==> config.mk <==
export PLATFORM = sky130hd
export DESIGN_NAME = sqrtlim_newton
export DESIGN_NICKNAME = d
export VERILOG_FILES = /design/src/rtl/sqrtlim_pkg.sv /design/src/rtl/sqrtlim_radicand.sv /design/src/rtl/sqrtlim_divider.sv /design/src/rtl/sqrtlim_newton.sv
export SDC_FILE = /design/constraint.sdc
export NUM_CORES = 1
export LEC_CHECK = 0
export BUFFER_PORTS_ARGS = -buffer_cell sky130_fd_sc_hd__buf_4
export CAP_MARGIN = 5
export CORE_ASPECT_RATIO = 0.75
export CORE_MARGIN = 8
export CORE_UTILIZATION = 45
export DETAILED_ROUTE_END_ITERATION = 6
export PLACE_DENSITY = 0.71
export SLEW_MARGIN = 5
export SYNTH_ARGS = -nofsm -noshare
export SYNTH_HDL_FRONTEND = slang
export SYNTH_SLANG_ARGS = --single-unit
==> constraint.sdc <==
create_clock -name clk -period 23.9 [get_ports clk]
set_input_delay 4.78 -clock clk [delete_from_list [all_inputs] [get_ports clk]]
set_output_delay 4.78 -clock clk [all_outputs]
set_load 0.02 [all_outputs]
==> src/rtl/sqrtlim_pkg.sv <==
package sqrtlim_pkg;
    typedef enum logic [0:0] {
        ST_IDLE = 1'b0,
        ST_RUN  = 1'b1
    } seq_state_e;
endpackage

==> src/rtl/sqrtlim_radicand.sv <==
module sqrtlim_radicand #(
    parameter int DATA_W = 16,
    parameter int RAD_W  = 2 * (DATA_W - 2)
) (
    input  logic [DATA_W-1:0] vd_i,
    output logic [RAD_W-1:0]  rad_o,
    output logic              zero_o
);
    localparam int MAG_W = DATA_W - 2;
    localparam int FS_N  = (1 << MAG_W) - 1;
    localparam logic [DATA_W:0]  FS    = (DATA_W + 1)'(FS_N);
    localparam logic [RAD_W-1:0] FS_SQ = RAD_W'(FS_N) * RAD_W'(FS_N);

    logic [DATA_W:0]  ext;
    logic [DATA_W:0]  mag;
    logic [RAD_W-1:0] mag_sq;

    always_comb begin
        ext    = {vd_i[DATA_W-1], vd_i};
        mag    = ext[DATA_W] ? (~ext + 1'b1) : ext;
        zero_o = (mag >= FS);
        mag_sq = RAD_W'(mag[MAG_W-1:0]) * RAD_W'(mag[MAG_W-1:0]);
        rad_o  = zero_o ? '0 : (FS_SQ - mag_sq);
    end
endmodule

==> src/rtl/sqrtlim_divider.sv <==
module sqrtlim_divider #(
    parameter int RAD_W = 28,
    parameter int X_W   = 20
) (
    input  logic             clk,
    input  logic             rst_n,
    input  logic             start_i,
    input  logic [RAD_W-1:0] dividend_i,
    input  logic [X_W-1:0]   divisor_i,
    output logic             done_o,
    output logic [RAD_W-1:0] quotient_o
);
    localparam int CNT_W = $clog2(RAD_W);

    typedef struct packed {
        logic             busy;
        logic [CNT_W-1:0] cnt;
        logic [X_W-1:0]   rem;
        logic [RAD_W-1:0] quo;
        logic             done;
    } div_reg_t;

    div_reg_t r_d, r_q;
    logic [X_W:0] shifted;
    logic [X_W:0] diff;

    always_comb begin
        r_d      = r_q;
        r_d.done = 1'b0;
        shifted  = {r_q.rem, r_q.quo[RAD_W-1]};
        diff     = shifted - {1'b0, divisor_i};
        if (start_i && !r_q.busy) begin
            r_d.busy = 1'b1;
            r_d.cnt  = '0;
            r_d.rem  = '0;
            r_d.quo  = dividend_i;
        end else if (r_q.busy) begin
            if (shifted >= {1'b0, divisor_i}) begin
                r_d.rem = diff[X_W-1:0];
                r_d.quo = {r_q.quo[RAD_W-2:0], 1'b1};
            end else begin
                r_d.rem = shifted[X_W-1:0];
                r_d.quo = {r_q.quo[RAD_W-2:0], 1'b0};
            end
            r_d.cnt = r_q.cnt + 1'b1;
            if (r_q.cnt == CNT_W'(RAD_W - 1)) begin
                r_d.busy = 1'b0;
                r_d.done = 1'b1;
            end
        end
    end

    always_ff @(posedge clk) begin
        if (!rst_n) r_q <= '0;
        else        r_q <= r_d;
    end

    assign done_o     = r_q.done;
    assign quotient_o = r_q.quo;

    // the returned quotient is the exact floor of dividend / divisor
    a_r4_floor_quotient: assert property (@(posedge clk) disable iff (!rst_n)
        done_o |-> ((64'(quotient_o) * 64'(divisor_i) <= 64'(dividend_i)) &&
                    (64'(dividend_i) < (64'(quotient_o) + 64'd1) * 64'(divisor_i))));

    // the caller never restarts the divider while it is working
    a_r4_no_restart_busy: assert property (@(posedge clk) disable iff (!rst_n)
        r_q.busy |-> !start_i);
endmodule

==> src/rtl/sqrtlim_newton.sv <==
module sqrtlim_newton #(
    parameter int DATA_W = 16,
    parameter int X_W    = 20,
    parameter int GUESS  = 500,
    parameter int ITERS  = 8
) (
    input  logic              clk,
    input  logic              rst_n,
    input  logic              start_i,
    input  logic [DATA_W-1:0] vd_i,
    output logic              done_o,
    output logic [DATA_W-1:0] limit_o
);
    import sqrtlim_pkg::*;

    localparam int RAD_W = 2 * (DATA_W - 2);
    localparam int IT_W  = $clog2(ITERS + 1);

    typedef struct packed {
        seq_state_e        st;
        logic [IT_W-1:0]   it;
        logic [X_W-1:0]    x;
        logic [RAD_W-1:0]  rad;
        logic [DATA_W-1:0] lim;
        logic              done;
        logic              dstart;
    } seq_reg_t;

    seq_reg_t r_d, r_q;

    logic [RAD_W-1:0] rad_w;
    logic             zero_w;
    logic             div_done;
    logic [RAD_W-1:0] quo_w;
    logic [RAD_W:0]   sum_w;
    logic [X_W-1:0]   x_new;

    sqrtlim_radicand #(.DATA_W(DATA_W), .RAD_W(RAD_W)) u_rad (
        .vd_i   (vd_i),
        .rad_o  (rad_w),
        .zero_o (zero_w)
    );

    sqrtlim_divider #(.RAD_W(RAD_W), .X_W(X_W)) u_div (
        .clk        (clk),
        .rst_n      (rst_n),
        .start_i    (r_q.dstart),
        .dividend_i (r_q.rad),
        .divisor_i  (r_q.x),
        .done_o     (div_done),
        .quotient_o (quo_w)
    );

    always_comb begin
        r_d        = r_q;
        r_d.done   = 1'b0;
        r_d.dstart = 1'b0;
        sum_w      = (RAD_W + 1)'(r_q.x) + (RAD_W + 1)'(quo_w);
        x_new      = X_W'(sum_w >> 1);
        case (r_q.st)
            ST_IDLE: begin
                if (start_i) begin
                    if (zero_w) begin
                        r_d.lim  = '0;
                        r_d.done = 1'b1;
                    end else begin
                        r_d.st     = ST_RUN;
                        r_d.rad    = rad_w;
                        r_d.x      = X_W'(GUESS);
                        r_d.it     = '0;
                        r_d.dstart = 1'b1;
                    end
                end
            end
            ST_RUN: begin
                if (div_done) begin
                    r_d.x = x_new;
                    if (r_q.it == IT_W'(ITERS - 1)) begin
                        r_d.st   = ST_IDLE;
                        r_d.lim  = x_new[DATA_W-1:0];
                        r_d.done = 1'b1;
                    end else begin
                        r_d.it     = r_q.it + 1'b1;
                        r_d.dstart = 1'b1;
                    end
                end
            end
            default: r_d.st = ST_IDLE;
        endcase
    end

    always_ff @(posedge clk) begin
        if (!rst_n) r_q <= '0;
        else        r_q <= r_d;
    end

    assign done_o  = r_q.done;
    assign limit_o = r_q.lim;

    // the completion pulse never lasts two cycles
    a_r5_done_single: assert property (@(posedge clk) disable iff (!rst_n)
        done_o |=> !done_o);

    // the output only moves together with a completion pulse
    a_r6_limit_held: assert property (@(posedge clk) disable iff (!rst_n)
        !done_o |-> $stable(limit_o));

    // a strobe during a run does not disturb the captured radicand
    a_r7_start_ignored: assert property (@(posedge clk) disable iff (!rst_n)
        (r_q.st == ST_RUN && start_i) |=> $stable(r_q.rad));

    // the divisor handed to the divider is never zero
    a_r9_estimate_nonzero: assert property (@(posedge clk) disable iff (!rst_n)
        (r_q.st == ST_RUN) |-> (r_q.x != '0));

    // each new estimate fits the estimate register
    a_r9_no_overflow: assert property (@(posedge clk) disable iff (!rst_n)
        (r_q.st == ST_RUN && div_done) |-> (sum_w[RAD_W:X_W+1] == '0));
endmodule

==> results of run 1 <==
==> cells by family (layout without fill, tap and decap cells) <==
family | after synthesis | in the layout | synth area share
buf+inv | 386 | 381 | 0.116
fa+ha+maj | 262 | 262 | 0.309
flops | 125 | 125 | 0.184
compound gates | 313 | 313 | 0.151
mux | 55 | 55 | 0.0406
xor+xnor | 71 | 71 | 0.0463
simple gates | 444 | 444 | 0.153
==> metrics by stage <==
| step | area [µm²] | worst slack, ns |
|---|---|---|
| final | 14600 | 11.76 |
| after global routing | 14600 | 11.27 |
| after CTS | 14600 | 11.84 |
| after detailed placement | 14000 | 11.41 |
| after global placement | 14000 | 11.63 |
| after floorplan | 13600 | 12.23 |
==> sequential cells by signal, summed over array words and instances (netlist names) <==
| name | count |
|---|---|
| r_q | 53 |
| u_div.quotient_o | 28 |
| u_div.r_q | 26 |
| limit_o | 16 |
| done_o | 1 |
| u_div.done_o | 1 |
==> Yosys cell counts, drive strengths merged, types with 4 or more instances <==
cell type / n / share of area
a211oi: 10 / 0.0063
a21boi: 5 / 0.0028
a21o: 25 / 0.014
a21oi: 94 / 0.035
a221oi: 5 / 0.0032
a22o: 11 / 0.0071
a22oi: 4 / 0.0022
a31oi: 19 / 0.0087
and2: 7 / 0.0034
and3: 5 / 0.0023
and4: 4 / 0.0026
buf: 40 / 0.021
clkbuf: 40 / 0.011
dfxtp: 125 / 0.18
fa: 124 / 0.18
ha: 138 / 0.13
inv: 303 / 0.084
mux2i: 54 / 0.040
nand2: 126 / 0.035
nand2b: 11 / 0.0051
nand3: 18 / 0.0066
nand3b: 7 / 0.0039
nand4: 15 / 0.0069
nor2: 166 / 0.046
nor2b: 9 / 0.0041
nor3: 27 / 0.011
nor3b: 6 / 0.0033
nor4: 6 / 0.0032
o211ai: 8 / 0.0044
o21a: 8 / 0.0044
o21ai: 60 / 0.022
o21bai: 8 / 0.0044
o22ai: 6 / 0.0028
o31a: 4 / 0.0026
o31ai: 8 / 0.0044
o41ai: 5 / 0.0043
or2: 5 / 0.0023
or3: 20 / 0.0096
or4: 5 / 0.0030
xnor2: 41 / 0.026
xor2: 30 / 0.020
==> critical path: cells and delay by family <==
kind / cells / cell delay (ns)
xor+xnor: 1 / 0.52
compound gates: 4 / 0.99
fa+ha+maj: 7 / 3.40
buf+inv: 5 / 0.55
simple gates: 8 / 2.19
==> per-layer routing <==
metal,wire length [µm],global-route usage,part of all wire
met5,0,0,0
met4,466,0.0390,0.015
met3,1830,0.0304,0.058
met2,14100,0.270,0.45
met1,15200,0.253,0.48
==> final cells by class <==
class                      instances  area, µm²
fill                            2852      15300
multi-input combinational       1145       9540
sequential                       125       2500
inverter                         306       1150
tap                              399        499
clock buffer                      19        443
timing repair buffer              44        330
clock inverter                    12        164
==> how the worst min path moves through the flow <==
stage	end	cells after the start	slack, ns	startpoint
global route	limit_o[5]$_SDFFE_PN0P_	1	0.48	limit_o[5]$_SDFFE_PN0P_
global placement	limit_o[2]$_SDFFE_PN0P_	1	0.44	limit_o[2]$_SDFFE_PN0P_
detailed placement	limit_o[2]$_SDFFE_PN0P_	1	0.45	limit_o[2]$_SDFFE_PN0P_
floorplan	limit_o[2]$_SDFFE_PN0P_	1	0.43	limit_o[2]$_SDFFE_PN0P_
finish	limit_o[2]$_SDFFE_PN0P_	1	0.46	limit_o[2]$_SDFFE_PN0P_
CTS	limit_o[2]$_SDFFE_PN0P_	1	0.46	limit_o[2]$_SDFFE_PN0P_
==> flow_metrics.py, run 1 <==
metrics = {
    "clock_tree": {
        "root_buffer": "clkbuf_16",
        "cts_hold_buf": 0,
        "post-cts-setup-buffers": 0,
        "cts_resized": 0,
        "clk_path_buf_depth": 2,
        "cts_buffers": 17,
        "cts.htree.levels": 4,
        "numClockSinks": 125,
        "clk_latency_ns": 0.42,
        "clk_pin_slew_ns": 0.06,
        "cts_tree": "yes",
    },
    "sta": {
        "fin_skew_ns": 0.00905,
        "setup-violations-final": 0,
        "finalMaxSlewViolations": 0,
        "post-route-period-util": 0.508,
        "hold-worst-slack_ns": 0.457,
        "fin_tns_setup_ns": 0,
        "worst_slew_pin_slew_ns": 1.12,
        "grt_setup_unrepaired": "no",
        "relSlewSlack": 0.247,
        "fmax_mhz": 82.4,
        "fin_crit_ns": 12.14,
        "hold_viol": 0,
    },
    "worst_setup_path": {
        "crit_end": "r_q[45]$_SDFFE_PN0P_",
        "crit_start": "vd_i[0]",
        "worstPathMaxFanout": 15,
        "max_stage_delay_ns": 0.55,
        "cp.required_ns": 24.23,
        "r2r-start": "r_q[47]$_SDFFE_PN0P_",
        "rrSetupSlack_ns": 20.47,
        "cp_slowest_cell": "fa_1",
        "startpoint_type": "primary input",
        "critical_path_class": "primary input to register",
        "cp.arrival_ns": 12.46,
        "r2r_cells": 10,
        "crit_top_cell": "fa_1",
        "r2r_end": "u_div.r_q[45]$_SDFFE_PP0P_",
        "setup.worst_path.end_class": "register",
    },
    "detailed_routing": {
        "drt_first_pass_iters": 5,
        "dr_total_vias": 11100,
        "drc": 0,
        "antenna_left": 0,
        "wire_per_inst_um": 15.4,
        "drt_wl_total_um": 31500,
        "detail_route.vias_per_cell": 5.41,
        "drt-initial-drc-count": 845,
    },
    "cells_and_area": {
        "final_util": 0.489,
        "final_common_cell": "inv_1",
        "final_cell_mix": "inv_1 (300), nor2_1 (164), ha_1 (138)",
        "drive_gt1_frac": 0.0636,
        "antenna_cells": 0,
        "final_nets": 1920,
        "syn2layout_area_growth_pct": 7.49,
        "fin_cells": 2050,
    },
    "global_routing": {
        "grt_use_total": 0.175,
        "grt_pass1_wl_um": 53100,
        "grt_remaining_overflow": 0,
        "first_global_vias": 10800,
        "grt_start_max_net_pins": 101,
        "antenna_found_initial": 1,
    },
    "placed_design": {
        "dpl.hpwl_um": 25100,
        "gp_congestion": 0.921,
        "numPortBuffers": 35,
        "dpl.cell_count": 2019,
    },
    "logic_synthesis": {
        "async_flop_share": 0,
        "synth_cell_types": 83,
        "yosysWarnings": 0,
        "syn_inst": 1656,
        "synth-seq-cells": 125,
        "synth_ff_type": "dfxtp_1",
        "syn-num-nets": 1937,
        "ys_seq_area_frac": 0.184,
        "syn_area_um2": 13600,
        "syn_area_per_cell_um2": 8.22,
        "synth_edf_count": 0,
    },
    "min_path": {
        "hp-class": "register to register",
    },
    "flow_run": {
        "maxCapViolCount": 0,
    },
    "floorplanning": {
        "ios": 36,
        "fp.dieH_um": 167,
        "dieWidth_um": 217,
        "coreArea_um2": 29900,
        "die_area_um2": 36100,
        "row_count": 55,
        "initial_core_util": 0.455,
    },
    "run_status": {
        "status": "complete, no violations",
    },
}
Power of run 1 is left out: the tool's default activity adds up to more than one toggle a clock period on the data nets, which glitch-free logic cannot reach.
==> run 2, diff against run 1 <==
- clock period: 23.9 -> 11.45 ns (I/O delays scaled with it)
==> flow_metrics.py, run 2 (synthesis results as in run 1) <==
metrics = {
    "cells_and_area": {
        "final_cell_mix": "inv_1 (300), nor2_1 (164), ha_1 (138)",
        "largest_register": "r_q",
        "antenna_cells": 0,
        "final_common_cell": "inv_1",
        "largest_reg_flops": 53,
        "final_nets": 1920,
        "syn2layout_area_growth_pct": 7.60,
        "drive_gt1_frac": 0.0630,
    },
    "sta": {
        "fin_crit_ns": 9.63,
        "fin_tns_setup_ns": 0,
        "fmax_mhz": 104,
        "setup-violations-final": 0,
        "fin_skew_ns": 0.00956,
        "hold_viol": 0,
        "relSlewSlack": 0.253,
        "grt_setup_unrepaired": "no",
        "fin_ws_ns": 1.82,
        "worst_slew_pin_slew_ns": 1.11,
        "post-route-period-util": 0.841,
        "finalMaxSlewViolations": 0,
        "hold-worst-slack_ns": 0.457,
    },
    "global_routing": {
        "grt_remaining_overflow": 0,
        "first_global_vias": 10900,
        "grt_start_max_net_pins": 101,
        "grt_use_total": 0.178,
        "antenna_found_initial": 1,
        "grt_pass1_wl_um": 53900,
    },
    "placed_design": {
        "dpl.hpwl_um": 25200,
        "gp_congestion": 0.921,
        "numPortBuffers": 35,
        "post-place-ws_ns": 1.47,
    },
    "detailed_routing": {
        "detail_route.vias_per_cell": 5.42,
        "dr_total_vias": 11100,
        "antenna_left": 0,
        "wire_per_inst_um": 15.6,
        "drt_first_pass_iters": 7,
        "drt-initial-drc-count": 852,
        "drt_wl_total_um": 31900,
        "drc": 3,
    },
    "floorplanning": {
        "initial_core_util": 0.455,
        "coreArea_um2": 29900,
        "die_area_um2": 36100,
        "row_count": 55,
        "dieWidth_um": 217,
        "fp.dieH_um": 167,
        "ios": 36,
    },
    "clock_tree": {
        "root_buffer": "clkbuf_16",
        "clk_pin_slew_ns": 0.06,
        "clk_latency_ns": 0.42,
        "cts_hold_buf": 0,
        "cts_resized": 0,
        "cts_tree": "yes",
        "cts.htree.levels": 4,
        "cts_buffers": 17,
        "post-cts-setup-buffers": 0,
        "clk_path_buf_depth": 2,
        "numClockSinks": 125,
    },
    "worst_setup_path": {
        "r2r-start": "r_q[47]$_SDFFE_PN0P_",
        "cp.arrival_ns": 9.96,
        "cp.required_ns": 11.78,
        "r2r_end": "u_div.r_q[45]$_SDFFE_PP0P_",
        "worstPathMaxFanout": 15,
        "startpoint_type": "primary input",
        "setup.worst_path.end_class": "register",
        "r2r_cells": 10,
        "rrSetupSlack_ns": 8.05,
        "critical_path_class": "primary input to register",
    },
    "min_path": {
        "hp-class": "register to register",
        "min_from": "limit_o[2]$_SDFFE_PN0P_",
        "min_to": "limit_o[2]$_SDFFE_PN0P_",
        "whs_path_depth": 1,
    },
    "run_status": {
        "status": "finished, violations left",
        "violations": "DRC",
    },
    "flow_run": {
        "maxCapViolCount": 0,
    },
}
## run 2: layout make-up
| cell class | instances | area, µm² |
|---|---|---|
| Multi-Input combinational cell | 1145 | 9540 |
| Clock inverter | 12 | 189 |
| Inverter | 306 | 1150 |
| Clock buffer | 19 | 433 |
| Fill cell | 2854 | 15300 |
| Sequential cell | 125 | 2500 |
| Timing Repair Buffer | 44 | 330 |
| Tap cell | 399 | 499 |
## run 2: how the worst max path moves through the flow
stage                     startpoint                    to  slack [ns]  cells past startpoint
after floorplan              vd_i[4]  r_q[45]$_SDFFE_PN0P_        2.27                     25
after global placement       vd_i[0]  r_q[45]$_SDFFE_PN0P_        1.67                     25
after detailed placement     vd_i[0]  r_q[45]$_SDFFE_PN0P_        1.47                     25
after CTS                    vd_i[0]  r_q[45]$_SDFFE_PN0P_        1.90                     25
after global routing         vd_i[0]  r_q[45]$_SDFFE_PN0P_        1.39                     25
final                        vd_i[0]  r_q[45]$_SDFFE_PN0P_        1.82                     25
## run 2: per-layer routing
layer / global-route usage / vias up / routed length, µm
li1: - / 5403 / -
met1: 0.253 / 5349 / 15200
met2: 0.281 / 332 / 14400
met3: 0.0333 / 37 / 1960
met4: 0.0296 / 0 / 317
met5: 0 / - / 0
## run 2: worst max-delay path, stage by stage
cell	delay, ns
buf_4	0.18
or3_1	0.53
or3_1	0.37
o31ai_1	0.25
xnor2_1	0.52
inv_1	0.24
nor2_1	0.26
fa_1	0.49
fa_1	0.55
inv_1	0.05
fa_1	0.51
fa_1	0.44
fa_1	0.54
inv_1	0.05
fa_1	0.52
inv_1	0.04
ha_1	0.35
and3_1	0.23
nand2_1	0.06
a21oi_1	0.21
nand4b_1	0.24
a21oi_1	0.28
nor3_1	0.10
or3b_1	0.37
a311oi_1	0.25
## run 2: metrics by stage
stage	utilization	cells	area (µm²)
floorplan	-	1656	13600
global placement	0.468	2019	14000
detailed placement	0.468	2019	14000
CTS	0.489	2050	14600
global route	0.489	2050	14600
finish	0.489	2050	14600
Power of run 2 is left out for the same reason.
